==> config.mk <==
export PLATFORM = sky130hd
export DESIGN_NAME = pfcResolver
export DESIGN_NICKNAME = d
export VERILOG_FILES = /design/src/rtl/pfcPkg.sv /design/src/rtl/pfcControl.sv /design/src/rtl/pfcDatapath.sv /design/src/rtl/pfcResolver.sv
export SDC_FILE = /design/constraint.sdc
export NUM_CORES = 1
export LEC_CHECK = 0
export ABC_AREA = 1
export ABC_CLOCK_PERIOD_IN_PS = 2200
export BUFFER_PORTS_ARGS = -buffer_cell sky130_fd_sc_hd__buf_4
export CAP_MARGIN = 40
export CORE_ASPECT_RATIO = 0.8
export CORE_UTILIZATION = 40
export CTS_CLUSTER_DIAMETER = 120
export DETAILED_ROUTE_END_ITERATION = 8
export GPL_TIMING_DRIVEN = 0
export HOLD_SLACK_MARGIN = 0.15
export PLACE_DENSITY = 0.74
export SLEW_MARGIN = 25
export SYNTH_ARGS = -nofsm -noshare
export SYNTH_HDL_FRONTEND = slang
export SYNTH_SLANG_ARGS = --single-unit
==> constraint.sdc <==
create_clock -name clk -period 2.2 [get_ports clk]
set_input_delay 0.44 -clock clk [delete_from_list [all_inputs] [get_ports clk]]
set_output_delay 0.44 -clock clk [all_outputs]
set_load 0.02 [all_outputs]
==> src/rtl/pfcPkg.sv <==
package pfcPkg;
  typedef enum logic [1:0] {
    FC_NONE = 2'd0,
    FC_RX   = 2'd1,
    FC_TX   = 2'd2,
    FC_FULL = 2'd3
  } fcMode_e;

  // Strobes from the control half to the datapath half
  typedef struct packed {
    logic load;    // capture a new result this edge
    logic useNeg;  // resolve from advertisements rather than the request
  } fcCtl_t;
endpackage

==> src/rtl/pfcControl.sv <==
module pfcControl
  import pfcPkg::*;
(
  input  logic   resolveStb,
  input  logic   anEnable,
  input  logic   anDone,
  output fcCtl_t ctl
);
  logic negPending;

  always_comb begin
    negPending = anEnable && !anDone;
    ctl.load   = resolveStb && !negPending;
    ctl.useNeg = anEnable;
  end
endmodule

==> src/rtl/pfcDatapath.sv <==
module pfcDatapath
  import pfcPkg::*;
#(
  parameter int WM_WIDTH = 16
) (
  input  logic                clk,
  input  logic                rstN,
  input  fcCtl_t              ctl,
  input  logic                fullDuplex,
  input  logic                locPause,
  input  logic                locAsym,
  input  logic                lpPause,
  input  logic                lpAsym,
  input  logic [2:0]          reqMode,
  input  logic                sendXon,
  input  logic [WM_WIDTH-1:0] lowWater,
  input  logic [WM_WIDTH-1:0] highWater,
  output logic [1:0]          fcMode,
  output logic                txPauseEn,
  output logic                rxPauseEn,
  output logic [WM_WIDTH:0]   lowMark,
  output logic [WM_WIDTH-1:0] highMark
);
  localparam int LOW_W = WM_WIDTH + 1;

  fcMode_e effReq;
  fcMode_e negMode;
  fcMode_e nextMode;
  logic    nextTx;
  logic    nextRx;

  always_comb begin
    effReq = reqMode[2] ? FC_FULL : fcMode_e'(reqMode[1:0]);

    if (locPause && lpPause)
      negMode = (effReq == FC_FULL) ? FC_FULL : FC_RX;
    else if (!locPause && locAsym && lpPause && lpAsym)
      negMode = FC_TX;
    else if (locPause && locAsym && !lpPause && lpAsym)
      negMode = FC_RX;
    else
      negMode = FC_NONE;

    if (!ctl.useNeg)
      nextMode = effReq;
    else if (!fullDuplex)
      nextMode = FC_NONE;
    else
      nextMode = negMode;

    nextTx = (nextMode == FC_TX) || (nextMode == FC_FULL);
    nextRx = (nextMode == FC_RX) || (nextMode == FC_FULL);
  end

  always_ff @(posedge clk) begin
    if (!rstN) begin
      fcMode    <= FC_NONE;
      txPauseEn <= 1'b0;
      rxPauseEn <= 1'b0;
      lowMark   <= '0;
      highMark  <= '0;
    end else if (ctl.load) begin
      fcMode    <= nextMode;
      txPauseEn <= nextTx;
      rxPauseEn <= nextRx;
      if (nextTx) begin
        lowMark  <= LOW_W'({sendXon, lowWater});
        highMark <= highWater;
      end else begin
        lowMark  <= '0;
        highMark <= '0;
      end
    end
  end
endmodule

==> src/rtl/pfcResolver.sv <==
module pfcResolver
  import pfcPkg::*;
#(
  parameter int WM_WIDTH = 16
) (
  input  logic                clk,
  input  logic                rstN,
  input  logic                resolveStb,
  input  logic                anEnable,
  input  logic                anDone,
  input  logic                fullDuplex,
  input  logic                locPause,
  input  logic                locAsym,
  input  logic                lpPause,
  input  logic                lpAsym,
  input  logic [2:0]          reqMode,
  input  logic                sendXon,
  input  logic [WM_WIDTH-1:0] lowWater,
  input  logic [WM_WIDTH-1:0] highWater,
  output logic [1:0]          fcMode,
  output logic                txPauseEn,
  output logic                rxPauseEn,
  output logic [WM_WIDTH:0]   lowMark,
  output logic [WM_WIDTH-1:0] highMark
);
  fcCtl_t ctl;

  pfcControl uCtl (
    .resolveStb(resolveStb),
    .anEnable  (anEnable),
    .anDone    (anDone),
    .ctl       (ctl)
  );

  pfcDatapath #(.WM_WIDTH(WM_WIDTH)) uDp (
    .clk       (clk),
    .rstN      (rstN),
    .ctl       (ctl),
    .fullDuplex(fullDuplex),
    .locPause  (locPause),
    .locAsym   (locAsym),
    .lpPause   (lpPause),
    .lpAsym    (lpAsym),
    .reqMode   (reqMode),
    .sendXon   (sendXon),
    .lowWater  (lowWater),
    .highWater (highWater),
    .fcMode    (fcMode),
    .txPauseEn (txPauseEn),
    .rxPauseEn (rxPauseEn),
    .lowMark   (lowMark),
    .highMark  (highMark)
  );
endmodule

# --- Yosys cells after proc, flatten, opt, wreduce, memory -nomap -nowiden ---
# Cells that the tools add are included.
word_totals:
  reg_bits: 37
  in_bits: 46
  out_inout_bits: 37
  wordCells: 33
classes:
  eq_ne: 4
  muxes: 9
  reduce_logical: 15
op_table:
  columns: ["op", "n"]
  rows:
  - ["$mux W17", 1]
  - ["$mux W16", 1]
  - ["$mux W2", 6]
  - ["$logic_and A1 B1 Y1", 9]
  - ["$eq A2 B2 Y1 const B", 3]
  - ["$logic_not A1 Y1", 4]
  - ["$eq A2 B1 Y1 const B", 1]
  - ["$logic_or A1 B1 Y1", 2]
  - ["$mux W1", 1]

# --- Depth between registers and ports, before layout ---
depth:
  word_depth: 11
  ltp_mapped: 7
  mapped_depth_nobuf: 6

# --- Cells and area by module ---
# Synthesis repeated with hierarchy kept, for this count alone.
unflattened:
  hier_cells: 176
  hier_area_um2: 1402.6
by_module_without_submodules:
  columns: ["module", "n_inst", "cells_each", "area_per_inst_um2", "seq_area_each_um2"]
  rows:
  - ["pfcDatapath", 1, 172, 1378.8, 720.7]
  - ["pfcControl", 1, 4, 23.8, 0.0]

# --- Least setup slack after synthesis ---
# Ideal clock, no wire load.
synth_timing:
  kind: "input to register"
  startpoint: "in anEnable"
  endpoint: "reg uDp.highMark[0]"
  setup_time_ps: 132
  t_arrival_ps: 1095
  required_time_ps: 2068
  setup_slack_ps: 973
  cell_stages: 6
  path_buffers: 1
  cell_sequence: "inv_2 o21ai_4 nor2_4 buf_6 nand3_1 a21oi_1"
synth_via:
  elab_chain_cells: 4
  elab_cells_between_ends: 8
  cone_classes: "eq/ne: 2; mux: 2; reduce/logical: 4"
synth_lines:
  columns: ["element", "line_no", "text"]
  rows:
  - ["start: declaration", "pfcResolver.sv:9", "input logic anEnable,"]
  - ["$mux W2", "pfcDatapath.sv:44", "if (!ctl.useNeg)"]
  - ["$eq A2 B2 Y1", "pfcDatapath.sv:51", "nextTx = (nextMode == FC_TX) || (nextMode == FC_FULL);"]
  - ["$logic_or A1 B1 Y1", "pfcDatapath.sv:51", null]
  - ["$mux W16", "pfcDatapath.sv:66", "if (nextTx) begin"]
  - ["end signal: assignment", "pfcDatapath.sv:68", "highMark <= highWater;"]
  - ["end: declaration", "pfcDatapath.sv:22", "output logic [WM_WIDTH-1:0] highMark"]
# Several ways; a longest one is shown, not always the timed one.
# A chain may end at the register's enable or synchronous reset.

# --- Final worst setup path ---
layout_timing:
  startpoint: "reg uDp.fcMode[0]"
  endpoint: "out fcMode[0]"
layout_rtl:
  columns: ["element", "line_no", "text"]
  rows:
  - ["start: declaration", "pfcDatapath.sv:18", "output logic [1:0] fcMode,"]
  - ["start signal: assignment", "pfcDatapath.sv:63", "fcMode <= nextMode;"]
  - ["end: declaration", "pfcResolver.sv:20", "output logic [1:0] fcMode,"]
# No word-level cell between the ends.

==> summary.md <==
| Metric | Value |
|---|---|
| Post-Route WL | 3476 um |
| Clk Latency, worst-skew pair | 0.28 ns |
| Register area share after synthesis | 0.5062 |
| CP dominant cell by count | buf_4 |
| Max_cap viols | 0 |
| H-tree depth | 2 |
| Worst slew margin | 0.7055 |
| Combinational fraction of design power | 0.193 |
| Initial antenna violation count | 0 |
| Hold WC Path Type | in2reg |
| Die H | 55.37 um |
| Mux cell area share after synthesis | 0 |
| Post-DP HPWL | 2499 um |
| P_sw | 375.8 uW |
| Vias in the first global route | 1,295 |
| Slowest stage cell, crit path | dfxtp_1 |
| Switching Fraction | 0.2675 |
| Root cell of the clock tree | clkbuf_8 |
| PD cells | 648.2 nW/um^2 |
| Share of cells above drive strength 1 | 0.4008 |
| Synthesized Nets | 219 |
| Clock sinks | 36 |
| Final Skew | 0 ns |
| Mapped Area | 1424 sq um |
| Worst path top cell family by delay | flip-flops |
| Number of diodes | 0 |
| Reg power frac | 0.494 |
| DP Area | 2090 sq um |
| Fin nets | 308 |
| Post-route DRC | 0 |
| Largest family of logic cells by synthesized area | simple AND/OR/NAND/NOR gates |
| Via Count | 1,487 |
| GR Util All Layers | 0.1899 |
| Startpoint Class | register |
| Top cell type's share of synthesized area | 0.5062 |
| CTS resizes | 0 |
| Peak supply drop | 0.3378 mV |
| Final RePlAce weighted congestion | 0.7004 |
| Clock tree buffer depth | 2 |
| Via/cell ratio | 4.924 |
| Hold Vio Cnt, Final | 0 |
| Sum of negative setup slack | 0 ns |
| Adder-Cell Fraction of Synth Area | 0 |
| Setup repair bufs after CTS | 0 |
| Worst setup EP type | primary output |
| Critical Path AT | 0.88 ns |
| Data required time at the worst endpoint | 1.76 ns |
| Rows | 18 |
| Most frequent cells in the layout | buf_4 (85), nand2_1 (40), a21oi_1 (37) |
| Cell Int Power | 1.029 mW |
| Post-route ant nets | 0 |
| Synth Area in Compound Gates | 0.1529 |
| Hold buffers post-CTS | 0 |
| Core ar. | 3243 sq um |
| Most common cell after layout, fill and taps aside | buf_4 |
| Synth warn | 0 |
| WS Path Type | reg2out |
| Max incr delay on CP | 0.33 ns |
| Initial Util | 0.4390 |
| RSZ-0062 raised after global routing | false |
| LEAKAGE | 0.9586 nW |
| Synth cell types | 19 |
| Largest net degree at the start of global routing | 11 |
| Chip width | 68.71 um |
| Mean Syn Cell Area | 8.230 sq um |
| # setup viols final | 0 |
| Area leader, netlist | dfxtp_1 |
| Post-route design area | 2167 sq um |
| DR iter-0 viols | 70 |
| F_max | 756.1 MHz |
| DR WL/cell | 11.51 um |
| Clock share of power | 0.313 |
| Flops & latches, synth | 36 |
| CP Buf/Inv Count | 2 |
| First-pass iteration count of the detailed router | 4 |
| Mapped Cells | 173 |
| CTS tree | built |
| Outcome | finished, final reports clean |
| Post-Synth XOR/XNOR Area | 0 |
| CP Cell Sequence | buf_4 > buf_4 |
| Synth Area in Simple Gates | 0.2531 |
| Hold_ws | 0.4052 ns |
| Die Footprint | 3804 sq um |
| PortBufs | 82 |
| Area Growth Syn to Fin | 52.20% |
| First-pass GRT wire length | 5457 um |
| Top cells by area, synth | dfxtp_1 (51%), a21oi_1 (13%), nand3_1 (11%), nand2_1 (11%), buf_6 (4.7%) |
| Minimum clock period | 1.323 ns |
| Grt ovf | 0 |
| Clock-pin slew of the registers on the worst-case setup and hold paths | 0.07 ns |
| I/O pin total | 83 |
| CP Max Fanout | 3 |
| Final Slew Violations | 0 |
| Slew @ Worst Pin | 0.4418 ns |
| Fin crit share | 0.6011 |
| CTS Buf Count | 5 |
-- flip-flops by register name, summed over array words and instances (netlist names) --
name / count
uDp.fcMode: 2
uDp.highMark: 16
uDp.lowMark: 17
uDp.txPauseEn: 1
-- area by class of cell --
cell class              instances  area (sq um)
inverters                       5         18.77
plain buffers                  13         106.4
repair buffers                 82         615.6
well taps                      40         50.05
fillers                       314          1076
clock inverters                 1         5.005
clock buffers                   6         72.57
multi-input cells             119         578.1
flip-flops and latches         36         720.7
-- kinds of logic (layout without fill, tap and decap cells) --
logic type	Yosys count	count (layout)
and+or+nand+nor	78	78
AOI/OAI and AO/OA	41	41
DFF	36	36
buffers and inverters	18	107
-- through the flow --
stage | worst slack (ns) | util | std cells | power [mW]
after global routing | 0.8420 | 0.6682 | 302 | 1.468
after floorplan | 0.9730 | - | 173 | 0.8475
after global placement | 0.7073 | 0.6443 | 295 | 0.9804
after detailed placement | 0.7016 | 0.6443 | 295 | 0.9818
after CTS | 0.8603 | 0.6682 | 302 | 1.419
final | 0.8775 | 0.6682 | 302 | 1.405
-- worst register-to-register path, cell delays in order, from the launching register on --
cell     delay [ns]
dfxtp_1        0.36
o21ai_0        0.10
a31oi_1        0.15
-- path summary, 6_finish.rpt --
path,startpoint,to,slack [ns],cells after the start
setup reg to reg,uDp.fcMode[0]$_SDFFE_PN0P_,uDp.fcMode[0]$_SDFFE_PN0P_,1.51,2
setup / recovery,uDp.fcMode[0]$_SDFFE_PN0P_,fcMode[0],0.88,2
hold reg to reg,uDp.highMark[9]$_SDFFE_PN0P_,uDp.highMark[9]$_SDFFE_PN0P_,0.46,2
hold / removal,highWater[10],uDp.highMark[10]$_SDFFE_PN0P_,0.41,3
-- metal layers --
| layer | global-route usage | up-vias | wire (um) |
|---|---|---|---|
| met3 | 0.08471 | 4 | 434 |
| met4 | 0.09621 | 0 | 46 |
| li1 | - | 758 | - |
| met2 | 0.2773 | 67 | 1461 |
| met5 | 0 | - | 0 |
| met1 | 0.2316 | 658 | 1534 |
-- synth_stat cells --
master and instances:
nand2_2 2, clkbuf_1 3, a21oi_1 37, nor2_4 1, o21ai_0 2, buf_6 6, nand4_1 1, nand3_1 31
inv_1 3, o21ai_4 1, dfxtp_1 36, buf_2 1, nand2_1 40, nor3_1 1, nand3_2 2, clkinv_1 1
inv_2 1, a31oi_1 1, buf_4 3
-- power groups by stage --
| stage | Sequential [mW] | Clock (mW) | Combinational [mW] |
|---|---|---|---|
| finish | 0.694 | 0.440 | 0.271 |
| global route | 0.697 | 0.476 | 0.295 |
| CTS | 0.694 | 0.451 | 0.274 |
| detailed placement | 0.709 | 0 | 0.273 |
| global placement | 0.708 | 0 | 0.272 |
| floorplan | 0.742 | 0 | 0.105 |
Power figures use the tool's default switching activity.
